**src/rtl/led_chain_pkg.sv**
```systemverilog
package led_chain_pkg;

    localparam int WORD_W = 32;
    localparam int CH_W   = 10;
    localparam int DC_W   = 7;

    typedef enum logic [2:0] {
        ST_IDLE,
        ST_CFG_LOAD,
        ST_CFG_WAIT,
        ST_CFG_LATCH,
        ST_COL_LOAD,
        ST_COL_WAIT,
        ST_OFF_LATCH,
        ST_SETTLE
    } ctl_state_e;

    // channel field as sent: 8-bit mode puts the low byte on top, padded
    function automatic logic [CH_W-1:0] chan_field(input logic [CH_W-1:0] v,
                                                   input logic e8);
        return e8 ? {v[7:0], 2'b00} : v;
    endfunction

    function automatic logic [WORD_W-1:0] build_cfg(input logic [DC_W-1:0] dc_r,
                                                    input logic [DC_W-1:0] dc_g,
                                                    input logic [DC_W-1:0] dc_b,
                                                    input logic [1:0]      mode);
        return {2'b01, 3'b000, dc_b, 3'b000, dc_r, 1'b0, mode, dc_g};
    endfunction

    function automatic logic [WORD_W-1:0] build_col(input logic [CH_W-1:0] r,
                                                    input logic [CH_W-1:0] g,
                                                    input logic [CH_W-1:0] b,
                                                    input logic            e8);
        return {2'b00, chan_field(b, e8), chan_field(r, e8), chan_field(g, e8)};
    endfunction

endpackage

```
**src/rtl/led_bit_shifter.sv**
```systemverilog
module led_bit_shifter
    import led_chain_pkg::*;
#(
    parameter int DIV = 2
) (
    input  logic              clk,
    input  logic              rst_n,
    input  logic              load,
    input  logic [WORD_W-1:0] word,
    output logic              sdata,
    output logic              sclk,
    output logic              done
);
    localparam int DCW = (DIV > 1) ? $clog2(DIV) : 1;
    localparam int BCW = $clog2(WORD_W);

    logic [WORD_W-1:0] shreg;
    logic [BCW-1:0]    bitcnt;
    logic [DCW-1:0]    divcnt;
    logic              active;

    always_ff @(posedge clk or negedge rst_n) begin
        if (!rst_n) begin
            shreg  <= '0;
            bitcnt <= '0;
            divcnt <= '0;
            active <= 1'b0;
            sdata  <= 1'b0;
            sclk   <= 1'b0;
            done   <= 1'b0;
        end else begin
            done <= 1'b0;
            if (load) begin
                shreg  <= word;
                sdata  <= word[WORD_W-1];
                sclk   <= 1'b0;
                bitcnt <= '0;
                divcnt <= '0;
                active <= 1'b1;
            end else if (active) begin
                if (divcnt == DCW'(DIV - 1)) begin
                    divcnt <= '0;
                    if (!sclk) begin
                        sclk <= 1'b1;
                    end else begin
                        sclk <= 1'b0;
                        if (bitcnt == BCW'(WORD_W - 1)) begin
                            active <= 1'b0;
                            done   <= 1'b1;
                            sdata  <= 1'b0;
                        end else begin
                            shreg  <= {shreg[WORD_W-2:0], 1'b0};
                            sdata  <= shreg[WORD_W-2];
                            bitcnt <= bitcnt + 1'b1;
                        end
                    end
                end else begin
                    divcnt <= divcnt + 1'b1;
                end
            end
        end
    end

endmodule

```
**src/rtl/led_color_store.sv**
```systemverilog
module led_color_store
    import led_chain_pkg::*;
#(
    parameter int NUM_MOD = 4,
    parameter int IDX_W   = 2
) (
    input  logic             clk,
    input  logic             rst_n,
    input  logic             we,
    input  logic [IDX_W-1:0] widx,
    input  logic [CH_W-1:0]  wr,
    input  logic [CH_W-1:0]  wg,
    input  logic [CH_W-1:0]  wb,
    input  logic [IDX_W-1:0] ridx,
    output logic [CH_W-1:0]  rr,
    output logic [CH_W-1:0]  rg,
    output logic [CH_W-1:0]  rb
);
    logic [CH_W-1:0] ent_r [NUM_MOD];
    logic [CH_W-1:0] ent_g [NUM_MOD];
    logic [CH_W-1:0] ent_b [NUM_MOD];

    always_ff @(posedge clk or negedge rst_n) begin
        if (!rst_n) begin
            for (int i = 0; i < NUM_MOD; i++) begin
                ent_r[i] <= '0;
                ent_g[i] <= '0;
                ent_b[i] <= '0;
            end
        end else if (we) begin
            for (int i = 0; i < NUM_MOD; i++) begin
                if (widx == IDX_W'(i)) begin
                    ent_r[i] <= wr;
                    ent_g[i] <= wg;
                    ent_b[i] <= wb;
                end
            end
        end
    end

    always_comb begin
        rr = '0;
        rg = '0;
        rb = '0;
        for (int i = 0; i < NUM_MOD; i++) begin
            if (ridx == IDX_W'(i)) begin
                rr = ent_r[i];
                rg = ent_g[i];
                rb = ent_b[i];
            end
        end
    end

endmodule

```
**src/rtl/led_cfg_regs.sv**
```systemverilog
module led_cfg_regs
    import led_chain_pkg::*;
(
    input  logic            clk,
    input  logic            rst_n,
    input  logic            we,
    input  logic [DC_W-1:0] dc_r_in,
    input  logic [DC_W-1:0] dc_g_in,
    input  logic [DC_W-1:0] dc_b_in,
    input  logic [1:0]      mode_in,
    output logic [DC_W-1:0] dc_r,
    output logic [DC_W-1:0] dc_g,
    output logic [DC_W-1:0] dc_b,
    output logic [1:0]      mode
);
    always_ff @(posedge clk or negedge rst_n) begin
        if (!rst_n) begin
            dc_r <= '0;
            dc_g <= '0;
            dc_b <= '0;
            mode <= '0;
        end else if (we) begin
            dc_r <= dc_r_in;
            dc_g <= dc_g_in;
            dc_b <= dc_b_in;
            mode <= mode_in;
        end
    end
endmodule

```
**src/rtl/led_chain_ctrl.sv**
```systemverilog
module led_chain_ctrl
    import led_chain_pkg::*;
#(
    parameter int NUM_MOD    = 4,
    parameter int CLK_DIV    = 2,
    parameter int SETTLE_CYC = 20,
    localparam int IDX_W     = (NUM_MOD > 1) ? $clog2(NUM_MOD) : 1
) (
    input  logic             clk,
    input  logic             rst_n,
    input  logic             start,
    input  logic             eight_bit,
    input  logic             wr_en,
    input  logic [IDX_W-1:0] wr_idx,
    input  logic [9:0]       wr_red,
    input  logic [9:0]       wr_grn,
    input  logic [9:0]       wr_blu,
    input  logic             cfg_we,
    input  logic [6:0]       cfg_dc_red,
    input  logic [6:0]       cfg_dc_grn,
    input  logic [6:0]       cfg_dc_blu,
    input  logic [1:0]       cfg_clk_mode,
    output logic             led_data,
    output logic             led_clk,
    output logic             led_latch,
    output logic             led_en_n,
    output logic             busy,
    output logic             wr_err
);
    localparam int CNT_MAX = (CLK_DIV > SETTLE_CYC) ? CLK_DIV : SETTLE_CYC;
    localparam int CNT_W   = $clog2(CNT_MAX + 1);

    ctl_state_e        state, state_nx;
    logic [IDX_W-1:0]  widx;
    logic [CNT_W-1:0]  cnt;
    logic              mode8;
    logic              sh_done;
    logic              sh_load;
    logic [WORD_W-1:0] sh_word;
    logic              last_word;
    logic [CH_W-1:0]   rd_r, rd_g, rd_b;
    logic [DC_W-1:0]   dc_r, dc_g, dc_b;
    logic [1:0]        clk_mode;

    led_color_store #(.NUM_MOD(NUM_MOD), .IDX_W(IDX_W)) store_i (
        .clk(clk), .rst_n(rst_n),
        .we(wr_en && !busy), .widx(wr_idx),
        .wr(wr_red), .wg(wr_grn), .wb(wr_blu),
        .ridx(widx), .rr(rd_r), .rg(rd_g), .rb(rd_b)
    );

    led_cfg_regs cfg_i (
        .clk(clk), .rst_n(rst_n), .we(cfg_we && !busy),
        .dc_r_in(cfg_dc_red), .dc_g_in(cfg_dc_grn), .dc_b_in(cfg_dc_blu),
        .mode_in(cfg_clk_mode),
        .dc_r(dc_r), .dc_g(dc_g), .dc_b(dc_b), .mode(clk_mode)
    );

    assign sh_load   = (state == ST_CFG_LOAD) || (state == ST_COL_LOAD);
    assign sh_word   = (state == ST_CFG_LOAD) ? build_cfg(dc_r, dc_g, dc_b, clk_mode)
                                              : build_col(rd_r, rd_g, rd_b, mode8);
    assign last_word = (widx == IDX_W'(NUM_MOD - 1));

    led_bit_shifter #(.DIV(CLK_DIV)) shift_i (
        .clk(clk), .rst_n(rst_n), .load(sh_load), .word(sh_word),
        .sdata(led_data), .sclk(led_clk), .done(sh_done)
    );

    // next-state logic
    always_comb begin
        state_nx = state;
        unique case (state)
            ST_IDLE:      if (start) state_nx = ST_CFG_LOAD;
            ST_CFG_LOAD:  state_nx = ST_CFG_WAIT;
            ST_CFG_WAIT:  if (sh_done) state_nx = last_word ? ST_CFG_LATCH : ST_CFG_LOAD;
            ST_CFG_LATCH: if (cnt == CNT_W'(CLK_DIV - 1)) state_nx = ST_COL_LOAD;
            ST_COL_LOAD:  state_nx = ST_COL_WAIT;
            ST_COL_WAIT:  if (sh_done) state_nx = last_word ? ST_OFF_LATCH : ST_COL_LOAD;
            ST_OFF_LATCH: if (cnt == CNT_W'(CLK_DIV - 1)) state_nx = ST_SETTLE;
            ST_SETTLE:    if (cnt == CNT_W'(SETTLE_CYC - 1)) state_nx = ST_IDLE;
            default:      state_nx = ST_IDLE;
        endcase
    end

    // state register with its index and dwell counters
    always_ff @(posedge clk or negedge rst_n) begin
        if (!rst_n) begin
            state <= ST_IDLE;
            widx  <= '0;
            cnt   <= '0;
            mode8 <= 1'b0;
        end else begin
            state <= state_nx;
            cnt   <= (state_nx != state) ? '0 : cnt + 1'b1;
            if (state == ST_IDLE && start) begin
                widx  <= '0;
                mode8 <= eight_bit;
            end else if ((state == ST_CFG_WAIT || state == ST_COL_WAIT) && sh_done) begin
                widx <= last_word ? '0 : widx + 1'b1;
            end
        end
    end

    // registered outputs keyed on the upcoming state
    always_ff @(posedge clk or negedge rst_n) begin
        if (!rst_n) begin
            led_latch <= 1'b0;
            led_en_n  <= 1'b1;
            busy      <= 1'b0;
            wr_err    <= 1'b0;
        end else begin
            led_latch <= (state_nx == ST_CFG_LATCH) || (state_nx == ST_OFF_LATCH);
            if (state_nx == ST_OFF_LATCH)
                led_en_n <= 1'b1;
            else if (state == ST_SETTLE && state_nx == ST_IDLE)
                led_en_n <= 1'b0;
            busy   <= (state_nx != ST_IDLE);
            wr_err <= (wr_en || cfg_we) && busy;
        end
    end

endmodule

```
**config.mk**
```make
export PLATFORM = sky130hd
export DESIGN_NAME = led_chain_ctrl
export DESIGN_NICKNAME = d
export VERILOG_FILES = /design/src/rtl/led_chain_pkg.sv /design/src/rtl/led_bit_shifter.sv /design/src/rtl/led_color_store.sv /design/src/rtl/led_cfg_regs.sv /design/src/rtl/led_chain_ctrl.sv
export SDC_FILE = /design/constraint.sdc
export NUM_CORES = 1
export LEC_CHECK = 0
export BUFFER_PORTS_ARGS = -buffer_cell sky130_fd_sc_hd__buf_2
export CELL_PAD_IN_SITES_DETAIL_PLACEMENT = 0
export CELL_PAD_IN_SITES_GLOBAL_PLACEMENT = 1
export CORE_MARGIN = 2
export CORE_UTILIZATION = 52
export CTS_CLUSTER_DIAMETER = 120
export DETAILED_ROUTE_END_ITERATION = 7
export PLACE_DENSITY = 0.92
export SLEW_MARGIN = 10
export SYNTH_ARGS = -nofsm -noshare
export SYNTH_HDL_FRONTEND = slang
export SYNTH_SLANG_ARGS = --single-unit
```
**constraint.sdc**
```tcl
create_clock -name clk -period 3.7 [get_ports clk]
set_clock_uncertainty 0.2 [all_clocks]
set_input_delay 0.74 -clock clk [delete_from_list [all_inputs] [get_ports clk]]
set_output_delay 0.74 -clock clk [all_outputs]
set_load 0.005 [all_outputs]
```
# Yosys cells after proc, flatten, opt, wreduce, memory -nomap -nowiden
# Index checks and enable logic that the tools add are counted.
# totals
register_bits	199
inputBits	61
output_inout_bits	6
# classes
addsub	4
n_eq_ne	20
mux	63
reduce_logical	28
# op_table
cell	n
$mux 31	6
$mux 10	15
$mux 5	6
$mux 1	24
$pmux 3 s8	1
$mux 3	6
$eq 3x3->1 const B	5
$add 5x1->5 const B	2
$eq 5x5->1 const B	2
$mux 2	5
$reduce_and 2->1	5
$reduce_bool 2->1	5
$eq 3x2->1 const B	3
$eq 2x2->1 const B	4
$logic_and 1x1->1	6
$logic_not 3->1	2
$eq 5x1->1 const B	1
$eq 2x1->1 const B	2
$logic_not 2->1	2
$logic_or 1x1->1	4
$reduce_and 4->1	1
$eq 3x1->1 const B	1
$ne 3x3->1	1
$reduce_and 3->1	1
other kinds (5)	5

# Logic depth before layout (Yosys ltp)
# logic_depth
depth_word	8
mapped_depth	9
ltp_nobuf	7

# Cells and area by module
# From an unflattened synthesis, not the netlist that was laid out.
# unflattened
cells_unflattened	708
area_unflattened_um2	9385.3
# modules_own_cells
module	n_inst	cells_each	area_per_inst_um2	seq_area_each_um2
led_color_store	1	292	5163.7	3002.9
led_bit_shifter	1	177	1859.3	1026.0
led_chain_ctrl	1	191	1505.2	376.6
led_cfg_regs	1	48	857.1	575.6

# Least setup slack after synthesis
# Ideal clock, no wire load.
# synth_path
path_type	register -> register
start	register shift_i.bitcnt[0]
end	register shift_i.bitcnt[3]
setup_ps	132
arrival_time_ps	1880
setup_slack_ps	1488
stages_incl_launch_ff	9
period_less_slack_ps	2212
path_cell_list	dfrtp_1 -> ha_1 -> and3_1 -> ha_1 -> and4b_1 -> buf_1 -> nand4_1 -> xor2_1 -> nor2_1
# synth_between
elab_chain_len	6
# synth_lines
item	line	source
start: declaration	led_bit_shifter.sv:18	logic [BCW-1:0] bitcnt;
start signal: assignment	led_bit_shifter.sv:54	bitcnt <= bitcnt + 1'b1;
$add 5x1->5	led_bit_shifter.sv:54	
$mux 5	led_bit_shifter.sv:47	if (bitcnt == BCW'(WORD_W - 1)) begin
$mux 5	led_bit_shifter.sv:43	if (!sclk) begin
$mux 5	led_bit_shifter.sv:41	if (divcnt == DCW'(DIV - 1)) begin
$mux 5	led_bit_shifter.sv:40	end else if (active) begin
$mux 5	led_bit_shifter.sv:33	if (load) begin
# Parallel ways exist; a longest one is shown, timed or not. The select of a mux whose other input is x is not followed.
# A chain may end at the register's enable or synchronous reset.

# Final worst setup path
# layout_path
start	register widx[0]
end	register shift_i.shreg[15]
# layout_between
elab_chain_len	8
# layout_lines
item	line	source
start: declaration	led_chain_ctrl.sv:34	logic [IDX_W-1:0] widx;
start signal: assignment	led_chain_ctrl.sv:99	widx <= last_word ? '0 : widx + 1'b1;
$logic_not 2->1	led_color_store.sv:46	if (ridx == IDX_W'(i)) begin
$mux 10 (3 in a row)	led_color_store.sv:46	
$mux 10 *	led_color_store.sv:46	
$mux 10 *	led_chain_pkg.sv:21	return e8 ? {v[7:0], 2'b00} : v;
$mux 31 *	led_chain_ctrl.sv:60	assign sh_word = (state == ST_CFG_LOAD) ? build_cfg(dc_r, dc_g, dc_b, clk_mode)
$mux 31 *	led_bit_shifter.sv:33	
end signal: assignment	led_bit_shifter.sv:34	shreg <= word;
end signal: assignment	led_bit_shifter.sv:52	shreg <= {shreg[WORD_W-2:0], 1'b0};
end: declaration	led_bit_shifter.sv:17	logic [WORD_W-1:0] shreg;
# Mark *: on every way between the ends. The rest lies on a longest branch, timed or not.

==> impl_metrics.toml <==
[timing]
worst-slew-pin-transition_ns = 0.892
hold_viol_final = 0
setup_ws_ns = 0.902
slew_headroom = 0.405
fin_crit_ns = 2.80
rsz0062_at_grt = "no"
fin_tns_setup_ns = 0
max_freq_ghz = 0.357
min_period_over_period = 0.756
whs_ns = 0.157
slew_viol_final = 0
setup_viol = 0

[logic_synthesis]
ys_warn_count = 0
ys_seq_elements = 199
synth_ff_type = "dfrtp_1"
netlist_area_mm2 = 0.00939
yosysUniqueCellTypes = 55
yosysTopAreaCellShare = 0.528
syn_area_per_cell_um2 = 11.3
async_flop_share = 1.00
synthCells = 828
synth_edf_count = 0
syn-num-nets = 897
ys_seq_area_frac = 0.531
yosys-top-cells-area = "dfrtp_1, mux2_2, nand2_1, o211ai_1, nand3_1"
synth_top_area_cell = "dfrtp_1"

[run_status]
status = "completed"

[worst_setup_path]
slowest_stage = "or4b_2"
path_max_fanout = 20
crit_arrival_ns = 2.96
cp.required_ns = 3.86
rr_startpoint = "widx[0]$_DFFE_PN0P_"
path_buf_inv = 1
cp-start-kind = "flip-flop"
criticalPathCategory = "flip-flop to flip-flop"
crit_chain = "ha_1 -> nand2b_1 -> buf_4 -> o22ai_1 -> or4b_2 -> a41oi_1"
cp_top_family = "simple AND/OR/NAND/NOR gates"
crit_path_start = "widx[0]$_DFFE_PN0P_"
cp.depth = 6
rr_worst_depth = 6
reg2reg_slack_ns = 0.90
cpPeakStageDelay_ns = 0.63
end_kind = "flip-flop"
critPathCapture = "shift_i.shreg[15]$_DFFE_PN0P_"
r2r-end = "shift_i.shreg[15]$_DFFE_PN0P_"

[global_route]
antenna_found_initial = 0
grt.busiest_layer = "met1"
grt_use_met3 = 0.0454
gr-total-overflow = 0
grtUsageTotal = 0.245
grt_max_degree = 89
grtUsageMet2 = 0.363
grt_pass1_vias = 6745
grt_first_pass_wirelength_mm = 37.1
grt_use_met1 = 0.368

[placed_design]
portBuffers = 66
dpl.cell_count = 1087
dp_hpwl_mm = 15.4
dp_slack_ns = 0.942
place_congestion = 0.883

[layout]
drive_above_1_share = 0.312
antenna_cells = 0
final_net_count = 946
nFillCells = 1463
area_delta_synth_final_pct = 12.7
layoutNonFillerInstCount = 1118

[routing]
vias = 6816
vias_per_cell = 6.10
drc = 0
ant_nets = 0
routed_wl_mm = 22.5
drtPass1Iterations = 5
avgRoutedWirePerCell_um = 20.1
drtIter0Drc = 657

[cts]
cts.sinks = 199
path_clk_slew_ns = 0.08
numCtsBuffers = 17
cts_tree = "yes"
cts_hold_buf = 0
cts.path.max_buffers = 2
cts_resized = 0
post-cts-setup-buffers = 0
clkLatencyLatePin_ns = 0.45
cts_root_buffer = "clkbuf_16"
htreeDepth = 4

[die]
rows = 49
chipWidth_um = 138
die_area_mm2 = 0.0191
core_mm2 = 0.0178
die_h_um = 138
start_util = 0.526
io_pins = 67

[pwr]
p_total_mw = 4.26
power_density_mw_per_mm2 = 403
p_leak_nw = 4.81
irDropWorstVdd_uv = 416

[flow_run]
drv_cap = 0

[worst_hold_path]
hp-class = "primary input to asynchronous set/reset pin"
==> sequential cells by signal, summed over array words and instances, names as in the netlist, 2 cells and up <==
signal          flops
cfg_i.dc_b          7
cfg_i.dc_r          7
store_i.ent_b      40
cfg_i.mode          2
state               3
cfg_i.dc_g          7
shift_i.bitcnt      5
store_i.ent_r      40
widx                2
store_i.ent_g      40
cnt                 5
shift_i.shreg      31
==> metrics by stage <==
step	utilization	cell area [um^2]
2_1_floorplan	-	9390
3_3_place_gp	0.561	10000
3_5_place_dp	0.561	10000
4_1_cts	0.593	10600
5_1_grt	0.593	10600
6_report	0.593	10600
==> report_power, final <==
part	total [mW]	switching (mW)	internal (mW)
clock	1.82	0.877	0.948
combinational	0.173	0.0938	0.0791
sequential	2.26	0.0341	2.23
==> how the worst min path moves through the flow <==
stage                          from                         to  slack [ns]  cells past startpoint
3_3_place_gp   led_en_n$_DFFE_PN1P_       led_en_n$_DFFE_PN1P_        0.26                      2
4_1_cts                       rst_n  cfg_i.dc_g[3]$_DFFE_PN0P_        0.18                      1
3_5_place_dp   led_en_n$_DFFE_PN1P_       led_en_n$_DFFE_PN1P_        0.27                      2
6_report                      rst_n           cnt[4]$_DFF_PN0_        0.16                      1
2_1_floorplan                 rst_n             busy$_DFF_PN0_        0.24                      0
5_1_grt                       rst_n           wr_err$_DFF_PN0_        0.21                      1
==> cell usage in the layout, fill, tap and decap left out, types with 7 or more instances in the layout <==
master     netlist  routed
a21oi_1         10      10
o22ai_1          9       9
mux2_2         144     144
o211ai_1        31      31
clkbuf_16        0      17
ha_1             8       7
o21ai_0         32      32
o2111ai_1       13      13
nand2_1        111     111
buf_2            4      65
nand2b_1        11      11
nor2_1          30      29
nand3_1         35      35
a41oi_1         16      16
o22a_1          13      13
and3_1          17      17
inv_1            9       9
dfrtp_1        198     198
nand3b_1         7       7
buf_4            0      20
nor3_1           8       8
==> cells by family after synthesis <==
family,Yosys count,synth area share
buffers and inverters,67,0.0281
adders and majority gates,8,0.0107
DFF,199,0.531
muxes,149,0.178
xor gates and xnor gates,9,0.00840
AOI/OAI and AO/OA,149,0.117
and+or+nand+nor,247,0.127
==> cell usage after synthesis (all sizes together) (2+ instances only) <==
master and n:
nand2b 11, a41oi 16, or3 3, nand4 2, nor2 30, o22ai 9
nor2b 4, nand3b 7, nor4bb 2, o2111ai 14, inv 9, ha 8
nand4b 2, o32a 2, or3b 2, a211oi 2, nand2 111, xnor2 4
xor2 5, nand3 35, mux2 144, clkbuf 44, o21ai 32, mux2i 5
dfrtp 198, nor4b 2, buf 14, a31oi 5, a32oi 2, o2111a 2
and3 17, a2bb2oi 5, o211ai 31, o22a 13, nor3b 6, a21oi 10
nor3 8
==> per-layer routing <==
layer  wire, um  up-vias
met1      10500     3471
met4        384        0
met3       1420       27
met2      10200      214
li1           -     3104
met5          0        -
==> worst register-to-register path, delay by kind of cell, from the launching register on <==
kind                     cells  cell delay (ns)
AND/OR/NAND/NOR              2             0.85
adder cells (fa/ha/maj)      1             0.61
flip-flops                   1             0.40
AO/OA/AOI/OAI                2             0.38
buffers and inverters        1             0.26
==> layout make-up <==
type	count	area [um^2]	share of cell area
clock buffer	18	429	0.0405
tap	229	287	0.0271
sequential	199	4980	0.471
clock inverter	13	138	0.0130
multi-input combinational	562	4190	0.396
timing repair buffer	88	529	0.0500
inverter	9	33.8	0.00319
(Power assumes the default switching activity.)
